$ cat config.mk
export PLATFORM = sky130hd
export DESIGN_NAME = ifetch_pipe
export DESIGN_NICKNAME = d
export VERILOG_FILES = /design/src/rtl/ifp_pkg.sv /design/src/rtl/ifp_fetch_ctl.sv /design/src/rtl/ifp_stages.sv /design/src/rtl/ifetch_pipe.sv
export SDC_FILE = /design/constraint.sdc
export NUM_CORES = 1
export LEC_CHECK = 0
export BUFFER_PORTS_ARGS = -buffer_cell sky130_fd_sc_hd__buf_2
export CORE_MARGIN = 2
export CORE_UTILIZATION = 57
export CTS_CLUSTER_SIZE = 16
export DETAILED_ROUTE_END_ITERATION = 10
export GPL_TIMING_DRIVEN = 0
export PLACE_DENSITY = 0.83
export SLEW_MARGIN = 25
export SYNTH_ARGS = -nofsm -noshare
export SYNTH_HDL_FRONTEND = slang
export SYNTH_SLANG_ARGS = --single-unit
$ cat constraint.sdc
create_clock -name clk -period 4.7 [get_ports clk]
set_input_delay 0.47 -clock clk [delete_from_list [all_inputs] [get_ports clk]]
set_output_delay 0.47 -clock clk [all_outputs]
set_load 0.05 [all_outputs]
$ cat src/rtl/ifp_pkg.sv
package ifp_pkg;
    parameter int WORD_W = 16;

    typedef struct packed {
        logic              vld;
        logic              flt;
        logic [WORD_W-1:0] word;
    } slot_t;
endpackage

$ cat src/rtl/ifp_fetch_ctl.sv
module ifp_fetch_ctl #(
    parameter int ADDR_W     = 24,
    parameter int TAG_W      = 2,
    parameter int RESET_ADDR = 0
) (
    input  logic              clk,
    input  logic              rst_n,
    input  logic              flush_i,
    input  logic [ADDR_W-1:0] target_i,
    input  logic              slots_full_i,
    input  logic              req_ready_i,
    input  logic              rsp_valid_i,
    input  logic [TAG_W-1:0]  rsp_tag_i,
    output logic              req_valid_o,
    output logic [ADDR_W-1:0] req_addr_o,
    output logic [TAG_W-1:0]  req_tag_o,
    output logic              rsp_take_o
);
    localparam logic [ADDR_W-1:0] STEP     = ADDR_W'(2);
    localparam logic [ADDR_W-1:0] ALIGN_MK = ~ADDR_W'(1);

    typedef struct packed {
        logic [ADDR_W-1:0] addr;
        logic [TAG_W-1:0]  gen;
        logic              pend;
    } fstate_t;

    fstate_t s_d, s_q;
    logic    fire;

    always_comb begin
        req_valid_o = !s_q.pend && !slots_full_i;
        fire        = req_valid_o && req_ready_i;
        rsp_take_o  = rsp_valid_i && s_q.pend && (rsp_tag_i == s_q.gen) && !flush_i;
        s_d         = s_q;
        if (flush_i) begin
            s_d.addr = target_i & ALIGN_MK;
            s_d.gen  = s_q.gen + TAG_W'(1);
            s_d.pend = 1'b0;
        end else begin
            if (fire) begin
                s_d.addr = s_q.addr + STEP;
                s_d.pend = 1'b1;
            end
            if (rsp_take_o) begin
                s_d.pend = 1'b0;
            end
        end
    end

    always_ff @(posedge clk or negedge rst_n) begin
        if (!rst_n) begin
            s_q.addr <= ADDR_W'(RESET_ADDR) & ALIGN_MK;
            s_q.gen  <= '0;
            s_q.pend <= 1'b0;
        end else begin
            s_q <= s_d;
        end
    end

    assign req_addr_o = s_q.addr;
    assign req_tag_o  = s_q.gen;

    // an accepted request blocks any further request in the next cycle
    p_one_out_r2: assert property (@(posedge clk) disable iff (!rst_n)
        (req_valid_o && req_ready_i && !flush_i) |=> !req_valid_o);

    // the address steps by one word per accepted request
    p_addr_step_r3: assert property (@(posedge clk) disable iff (!rst_n)
        (req_valid_o && req_ready_i && !flush_i) |=> (req_addr_o == $past(req_addr_o) + STEP));

    // a flush loads the aligned target
    p_flush_load_r3: assert property (@(posedge clk) disable iff (!rst_n)
        flush_i |=> (req_addr_o == ($past(target_i) & ALIGN_MK)));
endmodule

$ cat src/rtl/ifp_stages.sv
module ifp_stages
    import ifp_pkg::*;
(
    input  logic              clk,
    input  logic              rst_n,
    input  logic              flush_i,
    input  logic              consume_i,
    input  logic              rsp_take_i,
    input  logic [WORD_W-1:0] rsp_data_i,
    input  logic              rsp_err_i,
    output logic              slots_full_o,
    output slot_t             b_o,
    output slot_t             c_o
);
    typedef struct packed {
        slot_t a;
        slot_t b;
        slot_t c;
    } pstate_t;

    pstate_t p_d, p_q;
    slot_t   incoming;

    always_comb begin
        incoming = '{vld: 1'b1, flt: rsp_err_i, word: rsp_data_i};
        p_d      = p_q;
        if (consume_i && p_q.b.vld) begin
            p_d.c = p_q.b;
            p_d.b = p_q.a;
            p_d.a = '0;
        end
        if (rsp_take_i) begin
            if (!p_d.b.vld) begin
                p_d.b = incoming;
            end else begin
                p_d.a = incoming;
            end
        end
        if (flush_i) begin
            p_d = '0;
        end
    end

    always_ff @(posedge clk or negedge rst_n) begin
        if (!rst_n) begin
            p_q <= '0;
        end else begin
            p_q <= p_d;
        end
    end

    assign slots_full_o = p_q.a.vld && p_q.b.vld;
    assign b_o          = p_q.b;
    assign c_o          = p_q.c;

    // the overflow slot is only used behind a full decode slot
    p_no_hole_r4: assert property (@(posedge clk) disable iff (!rst_n)
        p_q.a.vld |-> p_q.b.vld);

    // a consume copies the decode word into the execute stage
    p_shift_r5: assert property (@(posedge clk) disable iff (!rst_n)
        (consume_i && p_q.b.vld && !flush_i) |=>
            (p_q.c.vld && p_q.c.word == $past(p_q.b.word) && p_q.c.flt == $past(p_q.b.flt)));

    // a flush leaves every stage empty
    p_flush_clear_r7: assert property (@(posedge clk) disable iff (!rst_n)
        flush_i |=> (!p_q.a.vld && !p_q.b.vld && !p_q.c.vld));

    // a consume with nothing to decode leaves the execute stage alone
    p_idle_r8: assert property (@(posedge clk) disable iff (!rst_n)
        (consume_i && !p_q.b.vld && !flush_i) |=>
            (p_q.c.vld == $past(p_q.c.vld) && p_q.c.word == $past(p_q.c.word)));
endmodule

$ cat src/rtl/ifetch_pipe.sv
module ifetch_pipe
    import ifp_pkg::*;
#(
    parameter int ADDR_W     = 24,
    parameter int TAG_W      = 2,
    parameter int RESET_ADDR = 0
) (
    input  logic              clk,
    input  logic              rst_n,
    input  logic              flush_i,
    input  logic [ADDR_W-1:0] target_i,
    output logic              req_valid_o,
    input  logic              req_ready_i,
    output logic [ADDR_W-1:0] req_addr_o,
    output logic [TAG_W-1:0]  req_tag_o,
    input  logic              rsp_valid_i,
    input  logic [TAG_W-1:0]  rsp_tag_i,
    input  logic [WORD_W-1:0] rsp_data_i,
    input  logic              rsp_err_i,
    output logic              dec_valid_o,
    output logic [WORD_W-1:0] dec_word_o,
    output logic              dec_fault_o,
    input  logic              consume_i,
    output logic              exe_valid_o,
    output logic [WORD_W-1:0] exe_word_o,
    output logic              exe_fault_o,
    output logic              exc_o
);
    logic  slots_full;
    logic  rsp_take;
    slot_t b_slot;
    slot_t c_slot;

    ifp_fetch_ctl #(
        .ADDR_W    (ADDR_W),
        .TAG_W     (TAG_W),
        .RESET_ADDR(RESET_ADDR)
    ) u_ctl (
        .clk         (clk),
        .rst_n       (rst_n),
        .flush_i     (flush_i),
        .target_i    (target_i),
        .slots_full_i(slots_full),
        .req_ready_i (req_ready_i),
        .rsp_valid_i (rsp_valid_i),
        .rsp_tag_i   (rsp_tag_i),
        .req_valid_o (req_valid_o),
        .req_addr_o  (req_addr_o),
        .req_tag_o   (req_tag_o),
        .rsp_take_o  (rsp_take)
    );

    ifp_stages u_stg (
        .clk         (clk),
        .rst_n       (rst_n),
        .flush_i     (flush_i),
        .consume_i   (consume_i),
        .rsp_take_i  (rsp_take),
        .rsp_data_i  (rsp_data_i),
        .rsp_err_i   (rsp_err_i),
        .slots_full_o(slots_full),
        .b_o         (b_slot),
        .c_o         (c_slot)
    );

    assign dec_valid_o = b_slot.vld;
    assign dec_word_o  = b_slot.word;
    assign dec_fault_o = b_slot.flt;
    assign exe_valid_o = c_slot.vld;
    assign exe_word_o  = c_slot.word;
    assign exe_fault_o = c_slot.flt;
    assign exc_o       = c_slot.vld && c_slot.flt;

    // the exception appears only when a faulted decode word is consumed
    p_exc_late_r6: assert property (@(posedge clk) disable iff (!rst_n)
        $rose(exc_o) |-> $past(consume_i && dec_valid_o && dec_fault_o));
endmodule

==> qor.yml <==
ff2ff_setup_slack_ns: 2.54
fin_crit_sh_pct: 45.9
ys_seq_area_share_pct: 47.2
synth.cell_area_um2: 4240
cts_tree: "yes"
startpoint_type: "flip-flop"
worst_pin_slew_ns: 0.663
maxCapViolCount: 0
netSwitchingPower_mw: 0.566
pwr-share-seq_pct: 45.2
num_rows: 31
critPathKind: "flip-flop to flip-flop"
crit_chain: "xor2_1 -> o31ai_1 -> a21oi_1 -> clkbuf_1 -> a22o_1"
numPortBuffers: 108
end_kind: "flip-flop"
wl_met1_um: 4340
cts_root_buf: "clkbuf_8"
pin_count: 113
endpoint: "u_stg.p_q[51]"
cts_made_buffers: 9
synth_area_leaders: "dfrtp_1, buf_4, nand2_1, o31ai_1, a21oi_1"
postCtsSetupRepairBufs: 0
nets: 612
r2r.worst_path.cells: 5
wl_met2_um: 5380
cts_resized: 0
p_leak_nw: 2.58
pwr-share-comb_pct: 23.8
insertion_delay_ns: 0.35
detail_route.wl_per_cell_um: 15.9
gp_congestion: 0.879
sw_frac_of_total_pct: 33.0
rsz0062_at_grt: "false"
die_w_um: 90.3
relSlewSlack_pct: 55.5
rr_endpoint: "u_stg.p_q[51]"
dieArea_um2: 8150
drc: 0
finalCriticalPeriod_ns: 2.16
ctsHoldBuffers: 0
grt_first_pass_wirelength_um: 17300
num_vias: 3712
dr.first_iter.drc_count: 218
routed_wl_um: 10600
h-tree-depth: 3
die_h_um: 90.3
fmax_mhz: 464
netlist_instances: 442
r2r-start: "u_ctl.req_tag_o[1]"
top_layer_used: "met4"
yosysTopAreaCellShare_pct: 47.2
cp_max_fo: 10
clockPowerShare_pct: 31.1
fillers: 581
syn2layout_area_growth_pct: 21.2
synth.avg_cell_area_um2: 9.60
dpl_worst_slack_ns: 2.40
start_util_pct: 58.8
clock_path_buffers: 2
overflow: 0
cts.clk_slew.worst_paths_ns: 0.08
yosysUniqueCellTypes: 40
grt_max_degree: 56
crit_start: "u_ctl.req_tag_o[1]"
core_um2: 7210
grt_pass1_vias: 3600
slowest_stage: "a21oi_1"
intPower_mw: 1.15
setup_ws_ns: 2.54
hold_viol_final: 0
cp.required_ns: 4.99
critPathArrivalTime_ns: 2.44
layout-drive-gt1-share_pct: 35.2
antenna_found_initial: 0
p_per_area_nw_per_um2: 333
hold_path_class: "primary input to async pin"
status: "completed"
hpwl_um: 7470
setup_tns_ns: 0
clkSinkCount: 80
irDropWorstVdd_uv: 192
viasPerCell: 5.58
fin_skew_ns: 0.00896
synth_area_leader_cell: "dfrtp_1"
diodes: 0
cp_slowest_stage_delay_ns: 0.51
dr.pass1.iters: 5
met3_length_um: 740
yosys_warnings: 0
grt_usage_pct: 26.5
drv_slew: 0
finalSetupViolations: 0
antenna_left: 0
ys_ff_latch: 80
synth_nets: 492
==> power by group through the flow <==
stage               sequential [mW]  combinational, mW  clock, mW
floorplan                     0.777              0.299          0
global placement              0.783              0.394          0
detailed placement            0.785              0.407          0
CTS                           0.773              0.410      0.534
global route                  0.780              0.435      0.565
finish                        0.774              0.407      0.532
==> synthesized netlist by cell type, drive strengths merged <==
library cell / count
dfrtp: 80
buf: 72
nand2: 60
a21oi: 29
nand3: 23
o31ai: 23
nor2: 16
a22o: 15
clkbuf: 14
mux2i: 14
a31oi: 12
o21ai: 11
or4: 11
nand4: 9
xor2: 8
nor3: 6
inv: 5
and2: 4
and3: 4
mux2: 4
o211ai: 4
or3: 4
and4: 2
xnor2: 2
a221o: 1
a2bb2oi: 1
conb: 1
ha: 1
nor4: 1
o21a: 1
o311a: 1
o311ai: 1
or2: 1
or4b: 1
==> registers in the layout, indices dropped and copies added, names as in the netlist <==
| name | cells |
|---|---|
| u_stg.c_o | 18 |
| u_ctl.req_addr_o | 23 |
| u_ctl.req_tag_o | 2 |
| u_stg.p_q | 18 |
| u_ctl.s_q | 1 |
| u_stg.b_o | 18 |
==> how the worst min path moves through the flow <==
stage / startpoint / to / slack [ns] / cells after the start
after floorplan: rst_n / u_ctl.req_addr_o[10] / 0.17 / 0
final: rst_n / u_stg.b_o[14] / 0.02 / 1
after CTS: rst_n / u_stg.c_o[14] / 0.03 / 1
after global placement: u_stg.p_q[45] / u_stg.p_q[45] / 0.49 / 1
after detailed placement: rst_n / u_stg.c_o[14] / 0.41 / 1
after global routing: rst_n / u_stg.c_o[14] / 0.06 / 1
==> metal layers <==
layer  vias up  global-route usage, %
li1       1760                      -
met1      1780                   34.1
met2       161                   45.3
met3        11                   4.84
met4         0                   9.36
met5         -                      0
==> per-stage QoR <==
| step | cells | area [um2] | total power [mW] | util, % | hold slack, ns |
|---|---|---|---|---|---|
| final | 665 | 5140 | 1.71 | 71.3 | 0.0222 |
| after global routing | 665 | 5140 | 1.78 | 71.3 | 0.0550 |
| after CTS | 665 | 5140 | 1.72 | 71.3 | 0.0320 |
| after detailed placement | 650 | 4940 | 1.19 | 68.5 | 0.408 |
| after global placement | 649 | 4910 | 1.18 | 68.0 | 0.487 |
| after floorplan | 442 | 4240 | 1.08 | - | 0.174 |
==> kinds of logic (layout without fill, tap and decap cells) <==
kind of cell / count (synthesis) / in the layout / share of synthesized area [%]
fa+ha+maj: 1 / 1 / 0.295
other cells: 1 / 1 / 0.0884
xor+xnor: 10 / 10 / 2.06
buf+inv: 91 / 215 / 13.5
flops: 80 / 80 / 47.2
compound gates: 99 / 99 / 15.7
simple gates: 142 / 142 / 16.8
mux: 18 / 18 / 4.36
==> area by class of cell <==
cell class                 count  area (um2)  share of cell area, %
clock inverter                 2        37.5                  0.730
tap                           99         124                   2.41
inverter                       5        18.8                  0.365
sequential                    80        2000                   38.9
timing repair buffer         109         571                   11.1
clock buffer                  13         169                   3.28
buffer                        86         556                   10.8
multi-input combinational    271        1670                   32.4
==> cell usage in the layout, fill, tap and decap left out, types with 2 or more instances in the layout <==
| cell type | synthesis | routed |
|---|---|---|
| a21oi_1 | 28 | 28 |
| a22o_1 | 15 | 15 |
| a31oi_1 | 12 | 12 |
| and2_1 | 4 | 4 |
| and3_1 | 4 | 4 |
| and4_1 | 2 | 2 |
| buf_1 | 6 | 6 |
| buf_2 | 6 | 113 |
| buf_4 | 60 | 61 |
| clkbuf_1 | 14 | 15 |
| clkbuf_8 | 0 | 12 |
| dfrtp_1 | 80 | 80 |
| inv_1 | 5 | 5 |
| mux2_2 | 4 | 4 |
| mux2i_1 | 14 | 14 |
| nand2_1 | 60 | 60 |
| nand3_1 | 23 | 23 |
| nand4_1 | 8 | 8 |
| nor2_1 | 16 | 16 |
| nor3_1 | 4 | 4 |
| nor3_4 | 2 | 2 |
| o211ai_1 | 4 | 4 |
| o21ai_0 | 10 | 10 |
| o31ai_1 | 23 | 23 |
| or3_1 | 4 | 4 |
| or4_1 | 11 | 11 |
| xnor2_1 | 2 | 2 |
| xor2_1 | 8 | 8 |
==> critical path, delay by kind of cell (launching register included) <==
kind | cells | cell delay, ns
buf+inv | 1 | 0.47
xor+xnor | 1 | 0.32
compound gates | 3 | 0.88
flops | 1 | 0.42
Power figures use the tool's default switching activity.
